### config.mk
export PLATFORM = sky130hd
export DESIGN_NAME = tmr16_access_bridge
export DESIGN_NICKNAME = d
export VERILOG_FILES = /design/src/rtl/tmr16_pkg.sv /design/src/rtl/tmr16_addr_dec.sv /design/src/rtl/tmr16_tmp_latch.sv /design/src/rtl/tmr16_word_reg.sv /design/src/rtl/tmr16_access_bridge.sv
export SDC_FILE = /design/constraint.sdc
export NUM_CORES = 1
export LEC_CHECK = 0
export ABC_AREA = 1
export BUFFER_PORTS_ARGS = -buffer_cell sky130_fd_sc_hd__buf_4
export CORE_ASPECT_RATIO = 1.25
export CORE_MARGIN = 5
export CORE_UTILIZATION = 45
export DETAILED_ROUTE_END_ITERATION = 10
export GPL_TIMING_DRIVEN = 0
export HOLD_SLACK_MARGIN = 0.06
export PLACE_DENSITY = 0.68
export SLEW_MARGIN = 20
export SYNTH_ARGS = -nofsm -noshare
export SYNTH_HDL_FRONTEND = slang
export SYNTH_SLANG_ARGS = --single-unit
### constraint.sdc
create_clock -name clk_i -period 5.2 [get_ports clk_i]
set_input_delay 1.04 -clock clk_i [delete_from_list [all_inputs] [get_ports clk_i]]
set_output_delay 1.04 -clock clk_i [all_outputs]
set_load 0.01 [all_outputs]
### src/rtl/tmr16_pkg.sv
package tmr16_pkg;
  localparam int NUM_REGS = 4;

  typedef enum logic [1:0] {
    SEL_CNT  = 2'd0,
    SEL_CMPA = 2'd1,
    SEL_CMPB = 2'd2,
    SEL_CAP  = 2'd3
  } reg_sel_e;
endpackage

### src/rtl/tmr16_addr_dec.sv
module tmr16_addr_dec
  import tmr16_pkg::*;
(
  input  logic [2:0]          addr_i,
  input  logic                wr_i,
  input  logic                rd_i,
  output logic [NUM_REGS-1:0] commit_o,
  output logic                tmp_wr_o,
  output logic                snap_cnt_o,
  output logic                snap_cap_o
);
  reg_sel_e sel;
  logic     hi;

  assign sel = reg_sel_e'(addr_i[2:1]);
  assign hi  = addr_i[0];

  always_comb begin
    commit_o = '0;
    if (wr_i && !hi) commit_o[sel] = 1'b1;
  end

  assign tmp_wr_o = wr_i && hi;
  // write wins over a simultaneous read: no snapshot
  assign snap_cnt_o = rd_i && !wr_i && !hi && (sel == SEL_CNT);
  assign snap_cap_o = rd_i && !wr_i && !hi && (sel == SEL_CAP);
endmodule

### src/rtl/tmr16_tmp_latch.sv
module tmr16_tmp_latch #(
  parameter int BYTE_W = 8
) (
  input  logic              clk_i,
  input  logic              rst_ni,
  input  logic              load_i,
  input  logic [BYTE_W-1:0] load_byte_i,
  input  logic              snap_i,
  input  logic [BYTE_W-1:0] snap_byte_i,
  output logic [BYTE_W-1:0] tmp_o
);
  always_ff @(posedge clk_i or negedge rst_ni) begin
    if (!rst_ni)     tmp_o <= '0;
    else if (load_i) tmp_o <= load_byte_i;
    else if (snap_i) tmp_o <= snap_byte_i;
  end
endmodule

### src/rtl/tmr16_word_reg.sv
module tmr16_word_reg #(
  parameter int BYTE_W   = 8,
  parameter bit COUNTS   = 1'b0,
  parameter bit CAPTURES = 1'b0
) (
  input  logic                clk_i,
  input  logic                rst_ni,
  input  logic                commit_i,
  input  logic [2*BYTE_W-1:0] commit_word_i,
  input  logic                event_i,
  input  logic [2*BYTE_W-1:0] cap_word_i,
  output logic [2*BYTE_W-1:0] q_o
);
  localparam int WORD_W = 2 * BYTE_W;

  logic [WORD_W-1:0] q_d;

  generate
    if (COUNTS) begin : g_counter
      logic unused_cap;
      assign unused_cap = ^cap_word_i;
      // CPU commit beats increment
      always_comb begin
        q_d = q_o;
        if (commit_i)     q_d = commit_word_i;
        else if (event_i) q_d = q_o + 1'b1;
      end


      inc_step_chk: assert property (@(posedge clk_i) disable iff (!rst_ni)
        event_i && !commit_i |=> q_o == $past(q_o) + 1'b1);
    end else if (CAPTURES) begin : g_capture
      always_comb begin
        q_d = q_o;
        if (commit_i)     q_d = commit_word_i;
        else if (event_i) q_d = cap_word_i;
      end


      cap_load_chk: assert property (@(posedge clk_i) disable iff (!rst_ni)
        event_i && !commit_i |=> q_o == $past(cap_word_i));
    end else begin : g_plain
      logic unused_evt;
      assign unused_evt = ^{event_i, cap_word_i};
      always_comb begin
        q_d = q_o;
        if (commit_i) q_d = commit_word_i;
      end
    end
  endgenerate

  always_ff @(posedge clk_i or negedge rst_ni) begin
    if (!rst_ni) q_o <= '0;
    else         q_o <= q_d;
  end
endmodule

### src/rtl/tmr16_access_bridge.sv
module tmr16_access_bridge
  import tmr16_pkg::*;
#(
  parameter int BYTE_W = 8
) (
  input  logic                clk_i,
  input  logic                rst_ni,
  input  logic [2:0]          addr_i,
  input  logic                wr_i,
  input  logic                rd_i,
  input  logic [BYTE_W-1:0]   wdata_i,
  output logic [BYTE_W-1:0]   rdata_o,
  input  logic                count_en_i,
  input  logic                capture_i,
  output logic [2*BYTE_W-1:0] cnt_o,
  output logic [2*BYTE_W-1:0] cmp_a_o,
  output logic [2*BYTE_W-1:0] cmp_b_o,
  output logic [2*BYTE_W-1:0] cap_o
);
  localparam int WORD_W = 2 * BYTE_W;

  logic [NUM_REGS-1:0] commit;
  logic                tmp_wr, snap_cnt, snap_cap;
  logic [BYTE_W-1:0]   tmp_q, snap_byte;
  logic [WORD_W-1:0]   word_q [NUM_REGS];
  logic [WORD_W-1:0]   commit_word;
  reg_sel_e            sel;
  logic                hi;

  assign sel = reg_sel_e'(addr_i[2:1]);
  assign hi  = addr_i[0];

  tmr16_addr_dec u_dec (
    .addr_i     (addr_i),
    .wr_i       (wr_i),
    .rd_i       (rd_i),
    .commit_o   (commit),
    .tmp_wr_o   (tmp_wr),
    .snap_cnt_o (snap_cnt),
    .snap_cap_o (snap_cap)
  );

  assign snap_byte = snap_cap ? word_q[SEL_CAP][WORD_W-1:BYTE_W]
                              : word_q[SEL_CNT][WORD_W-1:BYTE_W];

  tmr16_tmp_latch #(.BYTE_W(BYTE_W)) u_tmp (
    .clk_i       (clk_i),
    .rst_ni      (rst_ni),
    .load_i      (tmp_wr),
    .load_byte_i (wdata_i),
    .snap_i      (snap_cnt | snap_cap),
    .snap_byte_i (snap_byte),
    .tmp_o       (tmp_q)
  );

  assign commit_word = {tmp_q, wdata_i};

  generate
    for (genvar i = 0; i < NUM_REGS; i++) begin : g_word
      tmr16_word_reg #(
        .BYTE_W   (BYTE_W),
        .COUNTS   (i == int'(SEL_CNT)),
        .CAPTURES (i == int'(SEL_CAP))
      ) u_word (
        .clk_i         (clk_i),
        .rst_ni        (rst_ni),
        .commit_i      (commit[i]),
        .commit_word_i (commit_word),
        .event_i       ((i == int'(SEL_CNT)) ? count_en_i : capture_i),
        .cap_word_i    (word_q[SEL_CNT]),
        .q_o           (word_q[i])
      );
    end
  endgenerate

  always_comb begin
    if (!hi)                                  rdata_o = word_q[sel][BYTE_W-1:0];
    else if (sel == SEL_CMPA || sel == SEL_CMPB) rdata_o = word_q[sel][WORD_W-1:BYTE_W];
    else                                      rdata_o = tmp_q;
  end

  assign cnt_o   = word_q[SEL_CNT];
  assign cmp_a_o = word_q[SEL_CMPA];
  assign cmp_b_o = word_q[SEL_CMPB];
  assign cap_o   = word_q[SEL_CAP];


  hi_wr_no_commit_chk: assert property (@(posedge clk_i) disable iff (!rst_ni)
    wr_i && hi |=> $stable(cmp_a_o) && $stable(cmp_b_o));


  lo_wr_commit_chk: assert property (@(posedge clk_i) disable iff (!rst_ni)
    wr_i && !hi && sel == SEL_CMPA |=> cmp_a_o == {$past(tmp_q), $past(wdata_i)});


  cnt_wr_wins_chk: assert property (@(posedge clk_i) disable iff (!rst_ni)
    wr_i && !hi && sel == SEL_CNT |=> cnt_o == {$past(tmp_q), $past(wdata_i)});


  lo_rd_snap_chk: assert property (@(posedge clk_i) disable iff (!rst_ni)
    rd_i && !wr_i && !hi && sel == SEL_CNT |=> tmp_q == $past(cnt_o[WORD_W-1:BYTE_W]));


  lo_rd_live_chk: assert property (@(posedge clk_i) disable iff (!rst_ni)
    rd_i && !hi && sel == SEL_CAP |-> rdata_o == cap_o[BYTE_W-1:0]);


  hi_rd_tmp_chk: assert property (@(posedge clk_i) disable iff (!rst_ni)
    rd_i && hi && (sel == SEL_CNT || sel == SEL_CAP) |-> rdata_o == tmp_q);


  cmp_rd_bypass_chk: assert property (@(posedge clk_i) disable iff (!rst_ni)
    rd_i && !wr_i && (sel == SEL_CMPA || sel == SEL_CMPB) |=> $stable(tmp_q));
endmodule

==> results by group, run 1 <==
CTS
  • Post_cts resized: 0
  • Clock latency on the worst-skew pair: 0.34 ns
  • CTS buffer count: 9
  • CTS Hold Buffers Added: 0
  • Root buffer cell: clkbuf_16
  • Clk sinks: 72
  • Maximum clock path buffer count: 2
  • CTS clk-pin slew, worst paths: 0.06 ns
  • Setup bufs post-CTS: 0
  • CTS H-tree depth: 3
  • CTS tree: done

Power
  • PwrDens: 395.2 nW/µm²
  • Sw Pwr: 735.4 µW
  • Combinational fraction of design power: 0.321
  • LEAKAGE: 0.002586 µW
  • Clock power share: 0.284
  • Maximum vdd drop: 0.0001944 V
  • Switching share of power: 0.3578
  • Share of power burned in registers: 0.395
  • P_int: 1320 µW

Global route
  • First-pass GRT wire length: 22,220 µm
  • Initial antenna violation count: 0
  • Largest net degree at the start of global routing: 73
  • GRT Residual Overflow: 0
  • Total Routing Usage GR: 0.2675
  • Vias in the first global route: 4,089

Critical path
  • CP top delay family: buffers and inverters
  • Worst setup EP type: output pin
  • CP cell instances: buf_4 > buf_4 > inv_1 > buf_2 > buf_4 > ha_1 > clkbuf_1 > inv_1 > nand2_1 > nand3_1 > nand2_1 > buf_4
  • Number of stages on the worst setup path: 12
  • Minimum setup slack among reg-to-reg paths: 3.68 ns
  • Path depth of the worst reg2reg path: 8
  • Worst EP required: 4.16 ns
  • FF-to-FF Start: g_word[0].u_word.q_o[2]$_DFFE_PN0P_
  • Crit-path max FO: 11
  • Buffer and inverter count on the worst path: 8
  • WP data arrival: 3.07 ns
  • Startpoint types: input port
  • Worst setup path category: input port to output pin
  • Reg-to-Reg End: g_word[0].u_word.q_o[13]$_DFFE_PN0P_
  • Crit-path max cell delay: 0.34 ns
  • Cell mode on critical path: buf_4
  • Crit-path slowest cell: clkbuf_1

Floorplan
  • Die extent in x: 95.61 µm
  • Top-level I/O count: 89
  • Die ar.: 11,190 µm²
  • Core Rows: 39
  • Starting Density: 0.4567
  • Core Footprint: 9027 µm²
  • Chip height: 117.0 µm

Logic synthesis
  • Distinct cells, synth: 27
  • Post-synth top area share: 0.4370
  • Most frequent cell after synthesis: nand2_1
  • Yosys reg bits: 72
  • Ys async rst share: 1.000
  • Synthesized area: 4123 µm²
  • Area contributors post-synth: dfrtp_1 (44%), nand2_1 (13%), nand3_1 (9.2%)
  • Post-synth net total: 566
  • Register area share after synthesis: 0.4370
  • Post-synth EDFFs: 0
  • Dominant cell type by area after synthesis: dfrtp_1
  • Synth top cells by count: nand2_1 (140), nand3_1 (76), dfrtp_1 (72)
  • Ys Warns: 0
  • Cell count after synthesis: 544
  • Syn_area_per_cell: 7.578 µm²
  • Main synth FF type: dfrtp_1

Worst hold path
  • Hold wc startpoint: u_tmp.tmp_o[3]$_DFFE_PN0P_
  • Hold Path End: u_tmp.tmp_o[3]$_DFFE_PN0P_
  • Hold Path Class: flip-flop to flip-flop
  • Hold path cells: 2

Final layout
  • Antenna cell count: 0
  • Layout cells sized above 1: 0.1981
  • Layout filler cell count: 866
  • Final #Nets: 663
  • Util after Layout: 0.5760
  • Area of the multi-input gates: 1921 µm²
  • Area Overhead vs Synth: 26.13%
  • Storage cell area: 1802 µm²

STA
  • Final worst-path cycle share: 0.7902
  • Worst rel slew slack: 0.3873
  • Max Slew Vio Count: 0
  • Final min period: 4.109 ns
  • Final setup fails: 0
  • Setup TNS: 0 ns
  • RSZ-0062 raised after global routing: no
  • Final Hold Fails: 0
  • Slew @ Worst Pin: 0.9191 ns
  • Final worst clock skew: 0.002664 ns
  • Max Fclk: 243.4 MHz

Outcome
  • Status: finished, final reports clean

Routing
  • First-pass DRT Iterations: 7
  • Routed Antenna Nets: 0
  • DRC viols: 0
  • Vias per std cell: 5.553
  • WL final: 14,130 µm
  • DRT iter0 DRCs: 401
  • DR WL/cell: 18.37 µm
  • Routed vias: 4,270

Place
  • RD Place Congestion: 0.9081
  • Input/output buffers: 86
  • Dpl hpwl: 10,940 µm

Run
  • Maxcap violations: 0
-- how the worst max path moves through the flow --
stage | from | to | slack [ns]
global placement | addr_i[1] | rdata_o[1] | 1.13
CTS | addr_i[1] | rdata_o[0] | 1.13
detailed placement | addr_i[1] | rdata_o[0] | 1.14
global route | addr_i[1] | rdata_o[1] | 0.99
finish | addr_i[1] | rdata_o[0] | 1.09
floorplan | addr_i[1] | rdata_o[0] | 1.74
-- registers in the layout, indices dropped and copies added, names as in the netlist --
name and flops:
u_tmp.tmp_o 8, g_word.u_word.q_o 64
-- per-layer routing --
layer | GRT usage | part of all wire
met1 | 0.3603 | 0.41
met2 | 0.4207 | 0.48
met3 | 0.03964 | 0.070
met4 | 0.1319 | 0.038
met5 | 0 | 0
-- final cells by class --
class,count,area share
clock inverter,2,0.002647
buffer,30,0.03657
multi-input combinational,386,0.3693
clock buffer,14,0.05077
tap,123,0.02960
inverter,56,0.04042
timing repair buffer,86,0.1242
sequential,72,0.3465
-- cells by family after synthesis --
| kind of cell | count (synthesis) | synth area share |
|---|---|---|
| AO/OA/AOI/OAI | 121 | 0.1791 |
| adder cells (fa/ha/maj) | 5 | 0.01517 |
| XOR/XNOR | 4 | 0.008497 |
| flip-flops | 72 | 0.4370 |
| AND/OR/NAND/NOR | 256 | 0.2631 |
| buffers and inverters | 86 | 0.09711 |
-- stage by stage --
step | hold WS (ns) | total power [µW] | setup WS (ns) | instance area [µm²] | instances
2_1_floorplan | 0.4521 | 1128 | 1.739 | 4123 | 544
3_3_place_gp | 0.4659 | 1465 | 1.127 | 4922 | 753
3_5_place_dp | 0.4694 | 1477 | 1.135 | 4922 | 753
4_1_cts | 0.4834 | 2052 | 1.128 | 5200 | 769
5_1_grt | 0.5047 | 2175 | 0.9924 | 5200 | 769
6_report | 0.4826 | 2055 | 1.091 | 5200 | 769
-- cell usage in the layout, fill, tap and decap left out, drive strengths merged --
cell,n
nand2,142
buf,110
nand3,77
dfrtp,72
o21ai,59
inv,54
nor2,35
o211ai,23
clkbuf,20
o22ai,12
o221ai,12
a21oi,9
o21bai,6
ha,5
xor2,4
clkinv,4
nand4,2
-- worst register-to-register path: cells and delay by family, from the launching register on --
family / cells / cell delay, ns
buf+inv: 1 / 0.21
flops: 1 / 0.34
simple gates: 7 / 0.87
-- power by group through the flow --
stage               Sequential [µW]  Clock [µW]  Combinational [µW]
detailed placement              820           0                 657
global route                    831         614                 730
floorplan                       837           0                 291
CTS                             810         581                 661
global placement                815           0                 650
finish                          812         583                 660
Note: power is estimated with default switching activity, not from simulation.
==> run 2: changes to the inputs <==
- PLACE_DENSITY: 0.68 -> 0.71
- clock period: 5.2 -> 3.4 ns (I/O delays scaled with it)
==> run 2 against run 1 <==
Global-route usage fell by 0.079 points. Via count grew 0.54%. Count of clock-buffer cells in the layout fell by 3. First-iteration DRC count fell by 18%. Flip-flop and latch count unchanged. Core utilization up 0.55 points. Design area grew 0.96%. Combinational power up 53%. Hold slack worse by 0.024 ns. Cell count decreased by 0.13%.
==> results by group, run 2 (synthesized netlist as in run 1, its figures left out) <==
CTS
  • Clock latency on the worst-skew pair: 0.34 ns (about the same)
  • CTS H-tree depth: 3 (unchanged)
  • Post_cts resized: 0 (unchanged)
  • CTS buffer count: 9 (unchanged)
  • CTS Hold Buffers Added: 0 (unchanged)
  • Root buffer cell: clkbuf_16
  • Setup bufs post-CTS: 0 (unchanged)
  • Clk sinks: 72 (unchanged)
  • CTS tree: done
  • CTS clk-pin slew, worst paths: 0.06 ns (about the same)
  • Maximum clock path buffer count: 2 (unchanged)

STA
  • Final Hold Fails: 0 (unchanged)
  • Max Fclk: 312.6 MHz
  • Final min period: 3.199 ns
  • Final worst-path cycle share: 0.9410
  • Slew @ Worst Pin: 0.9032 ns (-0.01588 ns)
  • Final setup fails: 0 (unchanged)
  • Worst rel slew slack: 0.3978 (+0.01059)
  • Setup TNS: 0 ns (unchanged)
  • Final worst clock skew: 0.006073 ns (+0.003408 ns)
  • RSZ-0062 raised after global routing: no
  • Max Slew Vio Count: 0 (unchanged)

Floorplan
  • Starting Density: 0.4567 (unchanged)
  • Top-level I/O count: 89 (unchanged)
  • Die ar.: 11,190 µm² (unchanged)
  • Chip height: 117.0 µm (unchanged)
  • Core Rows: 39 (unchanged)
  • Core Footprint: 9027 µm² (unchanged)
  • Die extent in x: 95.61 µm (unchanged)

Routing
  • Routed Antenna Nets: 0 (unchanged)
  • DRT iter0 DRCs: 330 (-18%)
  • WL final: 14,170 µm (+0.31%)
  • DRC viols: 0 (unchanged)
  • DR WL/cell: 18.45 µm (+0.44%)
  • First-pass DRT Iterations: 5 (-2)
  • Vias per std cell: 5.590 (+0.67%)
  • Routed vias: 4,293 (+0.54%)

Place
  • Input/output buffers: 86 (unchanged)
  • Placed cells: 753 (unchanged)
  • RD Place Congestion: 0.9096 (+0.17%)
  • Dpl hpwl: 10,990 µm (+0.45%)

Final layout
  • Commonest non-fill, non-tap cell in the layout: nand2_1
  • Storage cell area: 1802 µm² (unchanged)
  • Layout filler cell count: 858 (-0.92%)
  • Area Overhead vs Synth: 27.34%
  • Final cell count without fillers: 768 (-0.13%)
  • Reg with most FFs: g_word.u_word.q_o
  • Antenna cell count: 0 (unchanged)
  • Most frequent cells in the layout: nand2_1 (140), buf_4 (90), nand3_1 (76), dfrtp_1 (72), o21ai_0 (59)
  • Largest registers: g_word.u_word.q_o (64), u_tmp.tmp_o (8)
  • Layout cells sized above 1: 0.2031 (+0.004958)
  • Final #Nets: 662 (-0.15%)
  • Area of the multi-input gates: 1921 µm² (unchanged)
  • Max reg flops: 64 (unchanged)

Power
  • Maximum vdd drop: 0.0003039 V (+56%)
  • Power Total: 3298 µW (+60%)
  • LEAKAGE: 0.002613 µW (+1.1%)
  • PwrDens: 628.2 nW/µm² (+59%)

Critical path
  • Reg-to-Reg End: g_word[0].u_word.q_o[13]$_DFFE_PN0P_
  • Crit-path max FO: 11 (unchanged)
  • FF-to-FF Start: g_word[0].u_word.q_o[2]$_DFFE_PN0P_
  • Worst setup path category: input port to output pin
  • Startpoint types: input port
  • Minimum setup slack among reg-to-reg paths: 1.87 ns (-1.81 ns)
  • Worst setup EP type: output pin
  • Worst EP required: 2.72 ns (-1.44 ns)
  • WP data arrival: 2.52 ns (-0.55 ns)
  • Path depth of the worst reg2reg path: 8 (unchanged)

Global route
  • Total Routing Usage GR: 0.2667 (-0.0007891)
  • Vias in the first global route: 4,083 (-0.15%)
  • Largest net degree at the start of global routing: 73 (unchanged)
  • GRT Residual Overflow: 0 (unchanged)
  • Initial antenna violation count: 0 (unchanged)
  • First-pass GRT wire length: 22,270 µm (+0.22%)

Worst hold path
  • Hold Path Class: input port to asynchronous set/reset pin

Outcome
  • Status: finished, final reports clean

Run
  • Maxcap violations: 0 (unchanged)
-- run 2: changes by cell type in the layout (fill, tap and decap cells not counted), sizes merged --
cell    delta
clkinv     +1
bufinv     +2
clkbuf     -4
-- run 2: worst max-delay path: stages --
cell	delay, ns
buf_4	0.12
buf_4	0.16
inv_1	0.07
buf_2	0.20
buf_4	0.21
ha_1	0.36
inv_1	0.27
nand2_1	0.09
nand3_1	0.13
nand2_1	0.08
buf_4	0.14
-- run 2: per-stage QoR --
step	hold slack (ns)	setup WS, ns	cell area, µm²	util
floorplan	0.3844	0.6591	4123	-
global placement	0.4654	0.04970	4922	0.5453
detailed placement	0.4695	0.06898	4922	0.5453
CTS	0.4843	0.06479	5254	0.5820
global route	0.5006	0.08161	5250	0.5816
finish	0.4581	0.2008	5250	0.5816
-- run 2: report_power, final --
group | switching, µW | internal (µW)
clock | 365 | 681
sequential | 200 | 1040
combinational | 569 | 441
total | 1130 | 2160
-- run 2: routing by layer --
layer | track usage | wire length [µm]
met1 | 0.3528 | 5882
met4 | 0.1186 | 442
met5 | 0 | 0
met3 | 0.03517 | 808
met2 | 0.4360 | 7038
-- run 2: how the worst max path moves through the flow --
stage	end	startpoint	cells past startpoint
finish	rdata_o[1]	addr_i[1]	11
global route	rdata_o[2]	addr_i[1]	11
CTS	rdata_o[1]	addr_i[1]	12
detailed placement	rdata_o[1]	addr_i[1]	12
global placement	rdata_o[1]	addr_i[1]	12
floorplan	rdata_o[0]	addr_i[1]	10
-- run 2: area by class of cell --
class | count | share of cell area
Buffer | 29 | 0.03551
Clock buffer | 11 | 0.04814
Sequential cell | 72 | 0.3432
Timing Repair Buffer | 86 | 0.1230
Inverter | 56 | 0.04004
Multi-Input combinational cell | 386 | 0.3658
Tap cell | 123 | 0.02931
Clock inverter | 5 | 0.01501
==> run 3: changes to the inputs <==
- ABC_AREA: 1 -> default
==> run 3 against run 2 <==
Via count shrank 29%. Design area decreased by 8.4%. Core utilization is 0.42 points lower. Combinational power increased by 36%. Sequential share of layout area is 3.1 points higher. Count of clock-buffer cells in the layout grew 3. Synthesized cell count decreased by 38%. Cell count decreased by 30%. Maximum frequency fell by 3.6%. Global-route usage shrank 4.7 points.
==> results by group, run 3 <==
Outcome
  • Status: finished, final reports clean

Final layout
  • Final cell count without fillers: 536 (-30%)
  • Commonest non-fill, non-tap cell in the layout: buf_4
  • Final #Nets: 458 (-31%)
  • Area Overhead vs Synth: 24.23%
  • Util after Layout: 0.5773 (-0.004239)
  • Layout cells sized above 1: 0.3872 (+0.1841)
  • Antenna cell count: 0 (unchanged)
  • Design area: 4811 µm² (-8.4%)
  • Most frequent cells in the layout: buf_4 (87), dfrtp_1 (72), nor2_1 (43), a21oi_1 (40), mux2_2 (32)
  • Max reg flops: 64 (unchanged)
  • Reg with most FFs: g_word.u_word.q_o
  • Largest registers: g_word.u_word.q_o (64), u_tmp.tmp_o (8)

Critical path
  • Worst setup EP type: output pin
  • Setup crit end: rdata_o[2]
  • Worst EP required: 2.72 ns (about the same)
  • Path depth of the worst reg2reg path: 5 (-3)
  • Reg-to-Reg End: g_word[0].u_word.q_o[8]$_DFFE_PN0P_
  • Worst setup path category: input port to output pin
  • WP data arrival: 2.64 ns (+0.12 ns)
  • Crit-path max FO: 10 (-1)
  • Startpoint types: input port
  • Minimum setup slack among reg-to-reg paths: 1.76 ns (-0.11 ns)
  • FF-to-FF Start: g_word[0].u_word.q_o[0]$_DFFE_PN0P_
  • CP Launch Point: addr_i[2]

STA
  • Final setup fails: 0 (unchanged)
  • Final Hold Fails: 0 (unchanged)
  • Max Fclk: 301.4 MHz (-3.6%)
  • Final worst-path cycle share: 0.9759 (+0.03493)
  • Max Slew Vio Count: 0 (unchanged)
  • Slew @ Worst Pin: 0.9703 ns (+0.06703 ns)
  • RSZ-0062 raised after global routing: no
  • Final worst clock skew: 0.005722 ns (-0.0003505 ns)
  • Final min period: 3.318 ns (+0.1188 ns)
  • Worst rel slew slack: 0.3532 (-0.04469)

Logic synthesis
  • Synth top cells by count: dfrtp_1 (72), nor2_1 (43), a21oi_1 (40)
  • Ys async rst share: 1.000 (unchanged)
  • Syn_area_per_cell: 11.39 µm² (+50%)
  • Yosys reg bits: 72 (unchanged)
  • Ys Warns: 0 (unchanged)
  • Dominant cell type by area after synthesis: dfrtp_1
  • Register area share after synthesis: 0.4653 (+0.02824)
  • Most frequent cell after synthesis: dfrtp_1
  • Post-synth EDFFs: 0 (unchanged)
  • Distinct cells, synth: 31 (+15%)
  • Post-synth top area share: 0.4653 (+0.02824)
  • Synthesized area: 3872 µm² (-6.1%)
  • Cell count after synthesis: 340 (-38%)
  • Area contributors post-synth: dfrtp_1 (47%), mux2_2 (9.3%), mux4_2 (9.3%)
  • Main synth FF type: dfrtp_1
  • Post-synth net total: 362 (-36%)

Power
  • Switching share of power: 0.3611 (+0.01722)
  • Share of power burned in registers: 0.424 (+0.047)
  • Combinational fraction of design power: 0.397 (+0.091)
  • LEAKAGE: 0.002176 µW (-17%)
  • P_int: 2202 µW (+1.7%)
  • Clock power share: 0.178 (-0.139)
  • PwrDens: 716.2 nW/µm² (+14%)
  • Maximum vdd drop: 0.0003831 V (+26%)
  • Sw Pwr: 1244 µW (+9.7%)

CTS
  • CTS H-tree depth: 3 (unchanged)
  • Clk sinks: 72 (unchanged)
  • CTS clk-pin slew, worst paths: 0.07 ns (about the same)
  • CTS tree: done
  • CTS buffer count: 9 (unchanged)
  • Root buffer cell: clkbuf_8
  • Clock latency on the worst-skew pair: 0.34 ns (about the same)
  • Maximum clock path buffer count: 2 (unchanged)

Routing
  • First-pass DRT Iterations: 4 (-1)
  • DRT iter0 DRCs: 218 (-34%)
  • DRC viols: 0 (unchanged)
  • Vias per std cell: 5.716 (+2.3%)
  • Routed vias: 3,064 (-29%)
  • DR WL/cell: 20.61 µm (+12%)
  • WL final: 11,050 µm (-22%)
  • Routed Antenna Nets: 0 (unchanged)

Global route
  • First-pass GRT wire length: 17,930 µm (-19%)
  • Largest net degree at the start of global routing: 73 (unchanged)
  • Initial antenna violation count: 0 (unchanged)
  • Total Routing Usage GR: 0.2195 (-0.04727)
  • Vias in the first global route: 3,301 (-19%)
  • GRT Residual Overflow: 0 (unchanged)

Worst hold path
  • Hold Path Class: input port to asynchronous set/reset pin

Floorplan
  • Core Footprint: 8333 µm² (-7.7%)
  • Top-level I/O count: 89 (unchanged)
  • Die ar.: 10,570 µm² (-5.5%)
  • Die extent in x: 92.97 µm (-2.8%)
  • Chip height: 113.7 µm (-2.8%)
  • Starting Density: 0.4647 (+0.008027)
  • Core Rows: 37 (-5.1%)

Place
  • Dpl hpwl: 7870 µm (-28%)
  • DP Area: 4639 µm² (-5.7%)
  • RD Place Congestion: 0.8590 (-5.6%)
  • Input/output buffers: 86 (unchanged)
  • Placed cells: 523 (-31%)

Run
  • Maxcap violations: 0 (unchanged)
[run 3: final cells by class]
| cell class | instances | area (µm²) |
|---|---|---|
| fill | 731 | 3522 |
| multi-input combinational | 240 | 1944 |
| sequential | 72 | 1802 |
| timing repair buffer | 86 | 645.6 |
| clock buffer | 14 | 172.7 |
| tap | 97 | 121.4 |
| buffer | 22 | 106.4 |
| inverter | 5 | 18.77 |
[run 3: worst min path at each step]
stage / to / startpoint / cells past startpoint / slack (ns)
floorplan: g_word[0].u_word.q_o[0]$_DFFE_PN0P_ / rst_ni / 0 / 0.38
global placement: g_word[2].u_word.q_o[4]$_DFFE_PN0P_ / g_word[2].u_word.q_o[4]$_DFFE_PN0P_ / 1 / 0.52
detailed placement: g_word[1].u_word.q_o[5]$_DFFE_PN0P_ / g_word[1].u_word.q_o[5]$_DFFE_PN0P_ / 1 / 0.52
CTS: g_word[1].u_word.q_o[7]$_DFFE_PN0P_ / rst_ni / 1 / 0.50
global route: g_word[2].u_word.q_o[0]$_DFFE_PN0P_ / g_word[2].u_word.q_o[0]$_DFFE_PN0P_ / 1 / 0.55
finish: g_word[1].u_word.q_o[6]$_DFFE_PN0P_ / rst_ni / 1 / 0.47
[run 3: logic make-up (layout without fill, tap and decap cells)]
logic type / after synthesis / after routing / share of synthesized area
AOI/OAI and AO/OA: 50 / 50 / 0.07302
adders and majority gates: 5 / 5 / 0.01616
and+or+nand+nor: 97 / 97 / 0.1276
xor gates and xnor gates: 15 / 15 / 0.03393
buffers and inverters: 28 / 127 / 0.03328
DFF: 72 / 72 / 0.4653
muxes: 73 / 73 / 0.2507
[run 3: power by group through the flow]
| stage | Combinational, µW | Clock [µW] | Sequential (µW) |
|---|---|---|---|
| 5_1_grt | 1490 | 666 | 1510 |
| 2_1_floorplan | 647 | 0 | 1510 |
| 3_3_place_gp | 1350 | 0 | 1470 |
| 3_5_place_dp | 1380 | 0 | 1480 |
| 6_report | 1370 | 615 | 1460 |
| 4_1_cts | 1390 | 630 | 1460 |
[run 3: through the flow]
stage	setup TNS (ns)	total power (µW)	setup WS (ns)	hold slack (ns)
2_1_floorplan	0	2160	0.5846	0.3844
3_3_place_gp	-1.428	2819	-0.2354	0.5155
3_5_place_dp	-1.405	2854	-0.2356	0.5170
4_1_cts	0	3476	0.07950	0.5012
5_1_grt	0	3664	0.009226	0.5543
6_report	0	3446	0.08201	0.4652
[run 3: critical path, cell delays in order]
cell and delay (ns):
buf_4 0.09, buf_2 0.27, buf_2 0.37, inv_1 0.11
ha_2 0.53, mux2i_1 0.27, a21oi_1 0.13, buf_4 0.19
[run 3: per-layer routing]
| metal | part of all wire | vias to the layer above | GRT usage |
|---|---|---|---|
| li1 | - | 1422 | - |
| met1 | 0.41 | 1532 | 0.2811 |
| met2 | 0.52 | 97 | 0.3743 |
| met3 | 0.046 | 13 | 0.03034 |
| met4 | 0.017 | 0 | 0.08798 |
| met5 | 0 | - | 0 |
[run 3: repair_timing]
action,CTS,global route
gates resized for setup,1,0
setup buffers,0,0
hold buffers,0,0
endpoints found under the setup margin,8,0
